**src/rtl/bcd_cal_pkg.sv**
```systemverilog
package bcd_cal_pkg;

    localparam int FIELD_W = 8;
    localparam int DOW_W   = 3;
    localparam int SEL_W   = 3;

    typedef logic [FIELD_W-1:0] bcd_t;

    typedef enum logic [SEL_W-1:0] {
        SEL_SEC   = 3'd0,
        SEL_MIN   = 3'd1,
        SEL_HOUR  = 3'd2,
        SEL_DOW   = 3'd3,
        SEL_DATE  = 3'd4,
        SEL_MONTH = 3'd5,
        SEL_YEAR  = 3'd6,
        SEL_NONE  = 3'd7
    } fld_sel_e;

    localparam bcd_t MASK_SEC   = 8'h7F;
    localparam bcd_t MASK_MIN   = 8'h7F;
    localparam bcd_t MASK_HOUR  = 8'h3F;
    localparam bcd_t MASK_DATE  = 8'h3F;
    localparam bcd_t MASK_MONTH = 8'h1F;
    localparam bcd_t MASK_YEAR  = 8'hFF;

    typedef struct packed {
        bcd_t             sec;
        bcd_t             min;
        bcd_t             hour;
        logic [DOW_W-1:0] dow;
        bcd_t             date;
        bcd_t             month;
        bcd_t             year;
        logic             upd;
    } cal_state_t;

    // Add one to a two-digit packed BCD value
    function automatic bcd_t bcd_inc(input bcd_t v);
        bcd_t r;
        if (v[3:0] >= 4'd9) begin
            r = {v[7:4] + 4'd1, 4'h0};
        end else begin
            r = {v[7:4], v[3:0] + 4'd1};
        end
        return r;
    endfunction

endpackage

```
**src/rtl/bcd_wrap_inc.sv**
```systemverilog
module bcd_wrap_inc
    import bcd_cal_pkg::*;
#(
    parameter bcd_t FIRST = 8'h00
) (
    input  logic en_i,
    input  bcd_t val_i,
    input  bcd_t last_i,
    output bcd_t nxt_o,
    output logic carry_o
);
    logic at_end;

    always_comb begin
        at_end = (val_i >= last_i);
        if (!en_i) begin
            nxt_o = val_i;
        end else if (at_end) begin
            nxt_o = FIRST;
        end else begin
            nxt_o = bcd_inc(val_i);
        end
        carry_o = en_i && at_end;
    end
endmodule

```
**src/rtl/bcd_month_len.sv**
```systemverilog
module bcd_month_len
    import bcd_cal_pkg::*;
(
    input  bcd_t month_i,
    input  bcd_t year_i,
    output bcd_t last_o
);
    logic [1:0] mod4;
    logic       leap;

    always_comb begin
        // (10*tens + ones) mod 4 == (2*tens[0] + ones) mod 4
        mod4 = year_i[1:0] + {year_i[4], 1'b0};
        leap = (mod4 == 2'd0);
        unique case (month_i)
            8'h02:                      last_o = leap ? 8'h29 : 8'h28;
            8'h04, 8'h06, 8'h09, 8'h11: last_o = 8'h30;
            default:                    last_o = 8'h31;
        endcase
    end
endmodule

```
**src/rtl/bcd_hour_step.sv**
```systemverilog
module bcd_hour_step
    import bcd_cal_pkg::*;
(
    input  logic en_i,
    input  logic mode_12h_i,
    input  bcd_t hour_i,
    output bcd_t nxt_o,
    output logic carry_o
);
    logic       pm;
    logic [4:0] h12;
    logic [5:0] h24;
    bcd_t       inc12;
    bcd_t       inc24;

    always_comb begin
        pm    = hour_i[5];
        h12   = hour_i[4:0];
        h24   = hour_i[5:0];
        inc12 = bcd_inc({3'b000, h12});
        inc24 = bcd_inc({2'b00, h24});
        nxt_o   = hour_i;
        carry_o = 1'b0;
        if (en_i) begin
            if (mode_12h_i) begin
                if (h12 == 5'h11) begin
                    nxt_o   = {2'b00, ~pm, 5'h12};
                    carry_o = pm;
                end else if (h12 >= 5'h12) begin
                    nxt_o = {2'b00, pm, 5'h01};
                end else begin
                    nxt_o = {2'b00, pm, inc12[4:0]};
                end
            end else begin
                if (h24 >= 6'h23) begin
                    nxt_o   = 8'h00;
                    carry_o = 1'b1;
                end else begin
                    nxt_o = {2'b00, inc24[5:0]};
                end
            end
        end
    end
endmodule

```
**src/rtl/bcd_calendar_clock.sv**
```systemverilog
module bcd_calendar_clock
    import bcd_cal_pkg::*;
(
    input  logic             clk_i,
    input  logic             rst_ni,
    input  logic             tick_i,
    input  logic             mode_12h_i,
    input  logic             wr_en_i,
    input  logic [SEL_W-1:0] wr_sel_i,
    input  logic [7:0]       wr_data_i,
    output logic [7:0]       sec_o,
    output logic [7:0]       min_o,
    output logic [7:0]       hour_o,
    output logic [DOW_W-1:0] dow_o,
    output logic [7:0]       date_o,
    output logic [7:0]       month_o,
    output logic [7:0]       year_o,
    output logic             upd_o
);
    localparam logic [DOW_W-1:0] DOW_FIRST = 3'd1;
    localparam logic [DOW_W-1:0] DOW_LAST  = 3'd7;
    localparam cal_state_t RESET_STATE = '{
        sec: 8'h00, min: 8'h00, hour: 8'h00, dow: DOW_FIRST,
        date: 8'h01, month: 8'h01, year: 8'h00, upd: 1'b0};

    cal_state_t state_d, state_q;

    bcd_t sec_n, min_n, hour_n, date_n, month_n, year_n, date_last;
    logic c_sec, c_min, c_day, c_date, c_month, c_year_unused;
    logic [DOW_W-1:0] dow_n;

    bcd_wrap_inc #(.FIRST(8'h00)) u_sec (
        .en_i(1'b1), .val_i(state_q.sec), .last_i(8'h59),
        .nxt_o(sec_n), .carry_o(c_sec));

    bcd_wrap_inc #(.FIRST(8'h00)) u_min (
        .en_i(c_sec), .val_i(state_q.min), .last_i(8'h59),
        .nxt_o(min_n), .carry_o(c_min));

    bcd_hour_step u_hour (
        .en_i(c_min), .mode_12h_i(mode_12h_i), .hour_i(state_q.hour),
        .nxt_o(hour_n), .carry_o(c_day));

    bcd_month_len u_mlen (
        .month_i(state_q.month), .year_i(state_q.year), .last_o(date_last));

    bcd_wrap_inc #(.FIRST(8'h01)) u_date (
        .en_i(c_day), .val_i(state_q.date), .last_i(date_last),
        .nxt_o(date_n), .carry_o(c_date));

    bcd_wrap_inc #(.FIRST(8'h01)) u_month (
        .en_i(c_date), .val_i(state_q.month), .last_i(8'h12),
        .nxt_o(month_n), .carry_o(c_month));

    bcd_wrap_inc #(.FIRST(8'h00)) u_year (
        .en_i(c_month), .val_i(state_q.year), .last_i(8'h99),
        .nxt_o(year_n), .carry_o(c_year_unused));

    // Day of week runs on the day carry, independent of the date
    always_comb begin
        if (!c_day) begin
            dow_n = state_q.dow;
        end else if (state_q.dow >= DOW_LAST) begin
            dow_n = DOW_FIRST;
        end else begin
            dow_n = state_q.dow + 3'd1;
        end
    end

    always_comb begin
        state_d     = state_q;
        state_d.upd = 1'b0;
        if (wr_en_i) begin
            unique case (fld_sel_e'(wr_sel_i))
                SEL_SEC:   state_d.sec   = wr_data_i & MASK_SEC;
                SEL_MIN:   state_d.min   = wr_data_i & MASK_MIN;
                SEL_HOUR:  state_d.hour  = wr_data_i & MASK_HOUR;
                SEL_DOW:   state_d.dow   = wr_data_i[DOW_W-1:0];
                SEL_DATE:  state_d.date  = wr_data_i & MASK_DATE;
                SEL_MONTH: state_d.month = wr_data_i & MASK_MONTH;
                SEL_YEAR:  state_d.year  = wr_data_i & MASK_YEAR;
                default:   ;
            endcase
        end else if (tick_i) begin
            state_d.sec   = sec_n;
            state_d.min   = min_n;
            state_d.hour  = hour_n;
            state_d.dow   = dow_n;
            state_d.date  = date_n;
            state_d.month = month_n;
            state_d.year  = year_n;
            state_d.upd   = 1'b1;
        end
    end

    always_ff @(posedge clk_i or negedge rst_ni) begin
        if (!rst_ni) begin
            state_q <= RESET_STATE;
        end else begin
            state_q <= state_d;
        end
    end

    assign sec_o   = state_q.sec;
    assign min_o   = state_q.min;
    assign hour_o  = state_q.hour;
    assign dow_o   = state_q.dow;
    assign date_o  = state_q.date;
    assign month_o = state_q.month;
    assign year_o  = state_q.year;
    assign upd_o   = state_q.upd;

endmodule

```
**config.mk**
```make
export PLATFORM = sky130hd
export DESIGN_NAME = bcd_calendar_clock
export DESIGN_NICKNAME = d
export VERILOG_FILES = /design/src/rtl/bcd_cal_pkg.sv /design/src/rtl/bcd_wrap_inc.sv /design/src/rtl/bcd_month_len.sv /design/src/rtl/bcd_hour_step.sv /design/src/rtl/bcd_calendar_clock.sv
export SDC_FILE = /design/constraint.sdc
export NUM_CORES = 1
export LEC_CHECK = 0
export BUFFER_PORTS_ARGS = -buffer_cell sky130_fd_sc_hd__buf_2
export CAP_MARGIN = 30
export CORE_ASPECT_RATIO = 0.8
export CORE_MARGIN = 2
export CORE_UTILIZATION = 35
export DETAILED_ROUTE_END_ITERATION = 10
export GPL_TIMING_DRIVEN = 0
export SLEW_MARGIN = 20
export SYNTH_ARGS = -nofsm -noshare
export SYNTH_HDL_FRONTEND = slang
export SYNTH_SLANG_ARGS = --single-unit
export TNS_END_PERCENT = 30
```
**constraint.sdc**
```tcl
create_clock -name clk_i -period 3.15 [get_ports clk_i]
set_input_delay 0.315 -clock clk_i [delete_from_list [all_inputs] [get_ports clk_i]]
set_output_delay 0.315 -clock clk_i [all_outputs]
set_load 0.01 [all_outputs]
```
# Word level (Yosys, flattened, before mapping)
# Cells that the tools add are included.
# totals
register_bits,52
in_bits,16
out_inout_bits,52
word_cells,137
# op_classes
add_sub_neg,15
order_cmp,14
eq_ne,21
muxes,39
bitwise,1
reduce_logical,32
# op_table
cell,count
$mux 8,23
$mux 52,1
$mux 51,1
$add 4x1->4 const B,11
$ge 4x4->1 const B,6
$reduce_and 3->1,7
$eq 8x3->1 const B,2
$ge 8x7->1 const B,2
$pmux 8 s2,1
$reduce_and 4->1,4
$reduce_bool 3->1,5
$ne 2x1->1 const B,7
$mux 6,2
$reduce_bool 2->1,6
$mux 5,2
$reduce_and 5->1,2
$eq 3x3->1 const B,3
$mux 3,3
$eq 8x2->1 const B,1
$eq 8x4->1 const B,1
$eq 8x5->1 const B,1
$ge 8x5->1 const B,1
$ge 8x8->1,1
$ge 8x8->1 const B,1
other kinds (20),28

# Longest topological paths before layout
# logic_depth
depth_word,10
ltp_mapped,13

# By module
# From an unflattened synthesis, not the netlist that was laid out.
# unflattened
hier_cells,602
area_unflattened_um2,5481.5
# modules_own_cells
module,n_inst,cells_per_inst,area_each_um2,seq_area_each_um2
bcd_calendar_clock,1,203,2444.8,1305.0
bcd_wrap_inc (u_min ...),3,65,510.5,0.0
bcd_wrap_inc (u_month),1,65,485.5,0.0
bcd_wrap_inc (u_date),1,66,459.2,0.0
bcd_hour_step,1,51,400.4,0.0
bcd_month_len,1,22,160.2,0.0

# Least setup slack after synthesis
# No wires, ideal clock.
# synth_path
path_type,register to register
start,"reg state_q, in the netlist month_o[0]"
end,"reg state_q, in the netlist year_o[4]"
setup_time_ps,125
t_arrival_ps,2933
t_required_ps,3025
path_slack_ps,92
path_stages_with_launch,14
period_less_slack_ps,3058
cell_sequence,dfstp_2 > inv_1 > ha_1 > o211ai_1 > a21oi_1 > a31oi_1 > nor3_1 > a21oi_1 > ha_1 > nor4b_1 > o221ai_2 > nand3_1 > o31a_1 > mux2_4
# synth_between
elab_chain_cells,8
word_cells_on_any_way,13
cone_classes,order compare (2); eq/ne (5); mux (1); reduce/logical (5)
# synth_rtl
element,line,source
"start, declared",bcd_calendar_clock.sv:26,"cal_state_t state_d, state_q;"
"start signal, assigned",bcd_calendar_clock.sv:100,state_q <= state_d;
"$eq 8x3->1, or another cell as far along",bcd_month_len.sv:15,unique case (month_i)
$reduce_or 4->1,bcd_month_len.sv:15,
$pmux 8 s2,bcd_month_len.sv:15,
$ge 8x8->1,bcd_wrap_inc.sv:15,at_end = (val_i >= last_i);
$logic_and 1x1->1,bcd_wrap_inc.sv:23,carry_o = en_i && at_end;
$logic_and 1x1->1 *,bcd_wrap_inc.sv:23,
$reduce_bool 2->1 (no source line) *,--,
$reduce_and 4->1 (no source line) *,--,
# Every way passes the cells marked *; elsewhere a longest branch is shown, timed or not.
# A chain may end at the register's enable or synchronous reset.

# Worst setup path after layout
# layout_path
start,"reg state_q, in the netlist month_o[0]"
end,"reg state_q, in the netlist year_o[5]"
# Same word-level chain as after synthesis.

==> results_tabular.tex <==
\begin{tabular}{lr}
\hline
Metric & Value \\
\hline
\multicolumn{2}{l}{\textbf{Status}} \\
Status & completed \\
\multicolumn{2}{l}{\textbf{Synthesis}} \\
Instance count of the mapped netlist & 398 \\
Share of the yosys chip area belonging to registers & 33.50\% \\
Number of distinct standard cells referenced by the synthesized netlist & 76 \\
Number of enable-type register cells in the synthesized netlist & 0 \\
Count of synthesis-stage warnings from yosys & 0 \\
Main synth FF type & dfrtp\_1 \\
\#FFs+latches synth & 50 \\
Post-Synthesis Cell Area & 3746 um\^{}2 \\
Syn avg cell area & 9.412 um\^{}2 \\
Share of synthesized flip-flops with an asynchronous set or reset & 100.0\% \\
\multicolumn{2}{l}{\textbf{Global routing}} \\
Largest net degree at the start of global routing & 51 \\
Antenna violations before repair & 0 \\
Vias in the first global route & 3249 \\
Global Route Usage Sum & 18.65\% \\
Global-route congestion overflow total & 0 \\
First-pass GRT wire length & 16770 um \\
\multicolumn{2}{l}{\textbf{Timing}} \\
Setup repair after global routing missed its margin & true \\
Part of the cycle the worst path needs & 99.64\% \\
Final setup violation count & 0 \\
Final worst clock skew & 0.004877 ns \\
Fin worst setup slack & 0.01119 ns \\
Shortest clock period the worst path allows after layout & 3.139 ns \\
Hold slack & 0.05417 ns \\
Fmax achieved & 318.6 MHz \\
Final Hold Viols & 0 \\
Pins over their slew limit & 0 \\
Pin slew with the least headroom to its limit & 0.6744 ns \\
Tightest slew margin relative to the limit & 55.04\% \\
\multicolumn{2}{l}{\textbf{Floorplanning}} \\
Die outline area & 11550 um\^{}2 \\
Num ports & 68 \\
Core footprint & 10320 um\^{}2 \\
Overall die height & 96.54 um \\
Initial Util & 36.29\% \\
Placement Rows & 33 \\
Die width & 119.7 um \\
\multicolumn{2}{l}{\textbf{Route}} \\
Post-detailed-route via-to-cell ratio & 5.487 \\
Met2 wire length & 4858 um \\
Drt pass-1 iters & 4 \\
Detailed-route via count & 3462 \\
Total routed wire length on the met1 layer & 5199 um \\
Top Metal Used & met4 \\
Number of DRC violations after detailed routing & 0 \\
Routed length on met3 & 644 um \\
Detailed router's first-iteration violation count & 154 \\
WL per Instance & 17.16 um \\
Post-route antenna net violation count & 0 \\
Sum of routed wire length over all layers & 10830 um \\
\multicolumn{2}{l}{\textbf{Pwr}} \\
Proportion of total power due to net switching & 43.34\% \\
Worst vdd rail ir drop & 0.3101 mV \\
Leakage & 2.177 nW \\
Power consumption & 3.077 mW \\
Clock network power share & 18.1\% \\
Power per cell area & 657.8 nW/um\^{}2 \\
Cell internal pwr & 1.744 mW \\
Power dissipated by switching net loads & 1.334 mW \\
Combinational fraction of design power & 45.3\% \\
Seq pwr share & 36.6\% \\
\multicolumn{2}{l}{\textbf{Clock tree}} \\
Number of buffers added to fix hold violations after cts & 0 \\
Clock transition time at the flip-flop clock pins of the worst setup and hold paths & 0.07 ns \\
Largest buffer count on any clock path & 2 \\
Clock Root Buffer & clkbuf\_16 \\
Number of levels the H-tree was split into & 2 \\
TritonCTS clock tree & yes \\
Clock buffer count from CTS & 5 \\
Sinks on Clock Net & 50 \\
Insertion delay to the later sink of the worst-skew pair & 0.30 ns \\
\multicolumn{2}{l}{\textbf{Critical path}} \\
Critical Path AT & 3.32 ns \\
Start point of the critical path & month\_o[0] \\
Flop-to-flop setup slack & 0.01 ns \\
Type of element capturing the critical path & flop \\
Worst reg2reg path endpoint & year\_o[5] \\
Cell depth of the worst flop-to-flop path & 13 \\
Worst Setup Path Type & reg2reg \\
Reg-to-Reg Start & month\_o[0] \\
Maximum net fanout on the critical path & 7 \\
Type of origin of the critical path & flop \\
Data required time at the worst endpoint & 3.34 ns \\
\multicolumn{2}{l}{\textbf{Run}} \\
Count of maximum capacitance violations & 0 \\
\multicolumn{2}{l}{\textbf{Layout}} \\
Final non-filler cell total & 631 \\
Fraction of layout instances using a drive strength above 1 & 30.14\% \\
Antenna cells & 0 \\
Final \#Nets & 544 \\
Layout overhead on the synthesized area & 24.88\% \\
Core occupancy in the finished layout & 45.32\% \\
\multicolumn{2}{l}{\textbf{Place}} \\
Placed wire-length estimate after detailed placement & 7751 um \\
Pre-CTS setup slack & -0.2387 ns \\
Total instance count after detailed placement & 604 \\
Port bufs & 65 \\
Final weighted congestion of routability-driven global placement & 0.8257 \\
\multicolumn{2}{l}{\textbf{Hold path}} \\
Worst hold path type & in2async \\
\hline
\end{tabular}
cells in the final DEF, fill, tap and decap left out, types with 4 or more instances in the layout:
cell / Yosys / layout
a31oi_1: 12 / 12
dfrtp_1: 47 / 46
buf_2: 3 / 67
nor2_1: 13 / 13
nand2b_1: 9 / 9
nand3_1: 10 / 8
nor3_1: 6 / 4
mux2i_1: 7 / 7
nand2_1: 25 / 25
o22ai_1: 4 / 4
a22o_1: 5 / 5
o31a_1: 6 / 6
inv_1: 36 / 34
nor2b_1: 5 / 5
a21oi_1: 21 / 17
ha_1: 38 / 34
clkbuf_16: 0 / 5
buf_4: 2 / 21
and3_1: 5 / 5
o211ai_1: 12 / 12
o21a_1: 6 / 5
and2_1: 9 / 9
o21ai_0: 24 / 23
a211o_1: 4 / 4
mux2_2: 7 / 7
a21oi_2: 0 / 4
power by group through the flow:
stage               logic [mW]  clock network, mW  registers [mW]
floorplan                0.739                  0            1.15
global placement          1.20                  0            1.12
detailed placement        1.22                  0            1.13
CTS                       1.30              0.564            1.12
global route              1.56              0.587            1.17
finish                    1.40              0.556            1.13
critical path, stage by stage, from the launching register on:
cell	delay [ns]
dfstp_2	0.58
inv_2	0.08
ha_4	0.17
o211ai_1	0.17
a21oi_1	0.08
a31oi_1	0.19
nor3_2	0.09
a21oi_2	0.18
ha_1	0.27
nor4b_4	0.27
o221ai_4	0.24
nand3_2	0.11
o31a_1	0.26
mux2_4	0.32
timing repair:
| action | CTS | global route |
|---|---|---|
| endpoints found under the setup margin | 22 | 23 |
| resized for setup | 5 | 24 |
| pin swaps | 3 | 18 |
| setup buffers | 5 | 14 |
routing by layer:
layer / up-vias / track usage (%)
met1: 1699 / 24.98
met2: 80 / 30.33
met5: - / 0
met4: 0 / 5.784
li1: 1671 / -
met3: 12 / 4.167
kinds of logic after synthesis:
logic type | share of synthesized area, %
DFF | 33.50
xor gates and xnor gates | 0.2338
AOI/OAI and AO/OA | 26.92
other | 0.1001
muxes | 5.077
buffers and inverters | 5.210
adders and majority gates | 12.69
and+or+nand+nor | 16.27
sequential cells by signal (all words and copies together), names as in the netlist:
signal and count:
sec_o 8, year_o 8, upd_o 1, dow_o 3, hour_o 6, date_o 8
min_o 8, month_o 8
synth_stat cells (all sizes together) (4+ instances only):
cell | n | area share [%]
and2 | 9 | 1.5
and3 | 5 | 0.84
a22o | 5 | 1.2
mux2i | 7 | 1.9
buf | 7 | 1.2
mux2 | 10 | 3.2
nand3 | 10 | 1.3
a211o | 4 | 0.94
o21a | 6 | 1.2
nor4 | 4 | 0.67
nand2 | 26 | 2.7
a31oi | 12 | 2.0
inv | 36 | 3.6
nor2 | 13 | 1.3
nor3 | 6 | 0.80
o211ai | 12 | 2.4
o31a | 6 | 1.4
ha | 38 | 13
dfrtp | 47 | 31
o22ai | 5 | 1.0
o21ai | 27 | 3.9
nand2b | 9 | 1.5
nor2b | 5 | 0.84
a21oi | 21 | 2.8
area by class of cell:
| cell class | count | area, um^2 |
|---|---|---|
| buffer | 10 | 56.30 |
| clock buffer | 5 | 125.1 |
| clock inverter | 3 | 21.27 |
| fill | 1025 | 5644 |
| inverter | 37 | 141.4 |
| multi-input combinational | 302 | 2429 |
| sequential | 50 | 1256 |
| tap | 140 | 175.2 |
| timing repair buffer | 84 | 474.2 |
worst max-delay path by stage:
stage / end / slack, ns / cells past startpoint
after floorplan: year_o[4] / 0.09 / 13
after global placement: year_o[5] / -0.22 / 13
after detailed placement: year_o[5] / -0.24 / 13
after CTS: date_o[4] / -0.007 / 13
after global routing: year_o[7] / -0.14 / 13
final: year_o[5] / 0.01 / 13
stage by stage:
stage	TNS (ns)	cell area (um^2)
2_1_floorplan	0	3750
3_3_place_gp	-2.851	4250
3_5_place_dp	-3.050	4253
4_1_cts	-0.006562	4483
5_1_grt	-1.340	4678
6_report	0	4678
(Power assumes the default switching activity.)
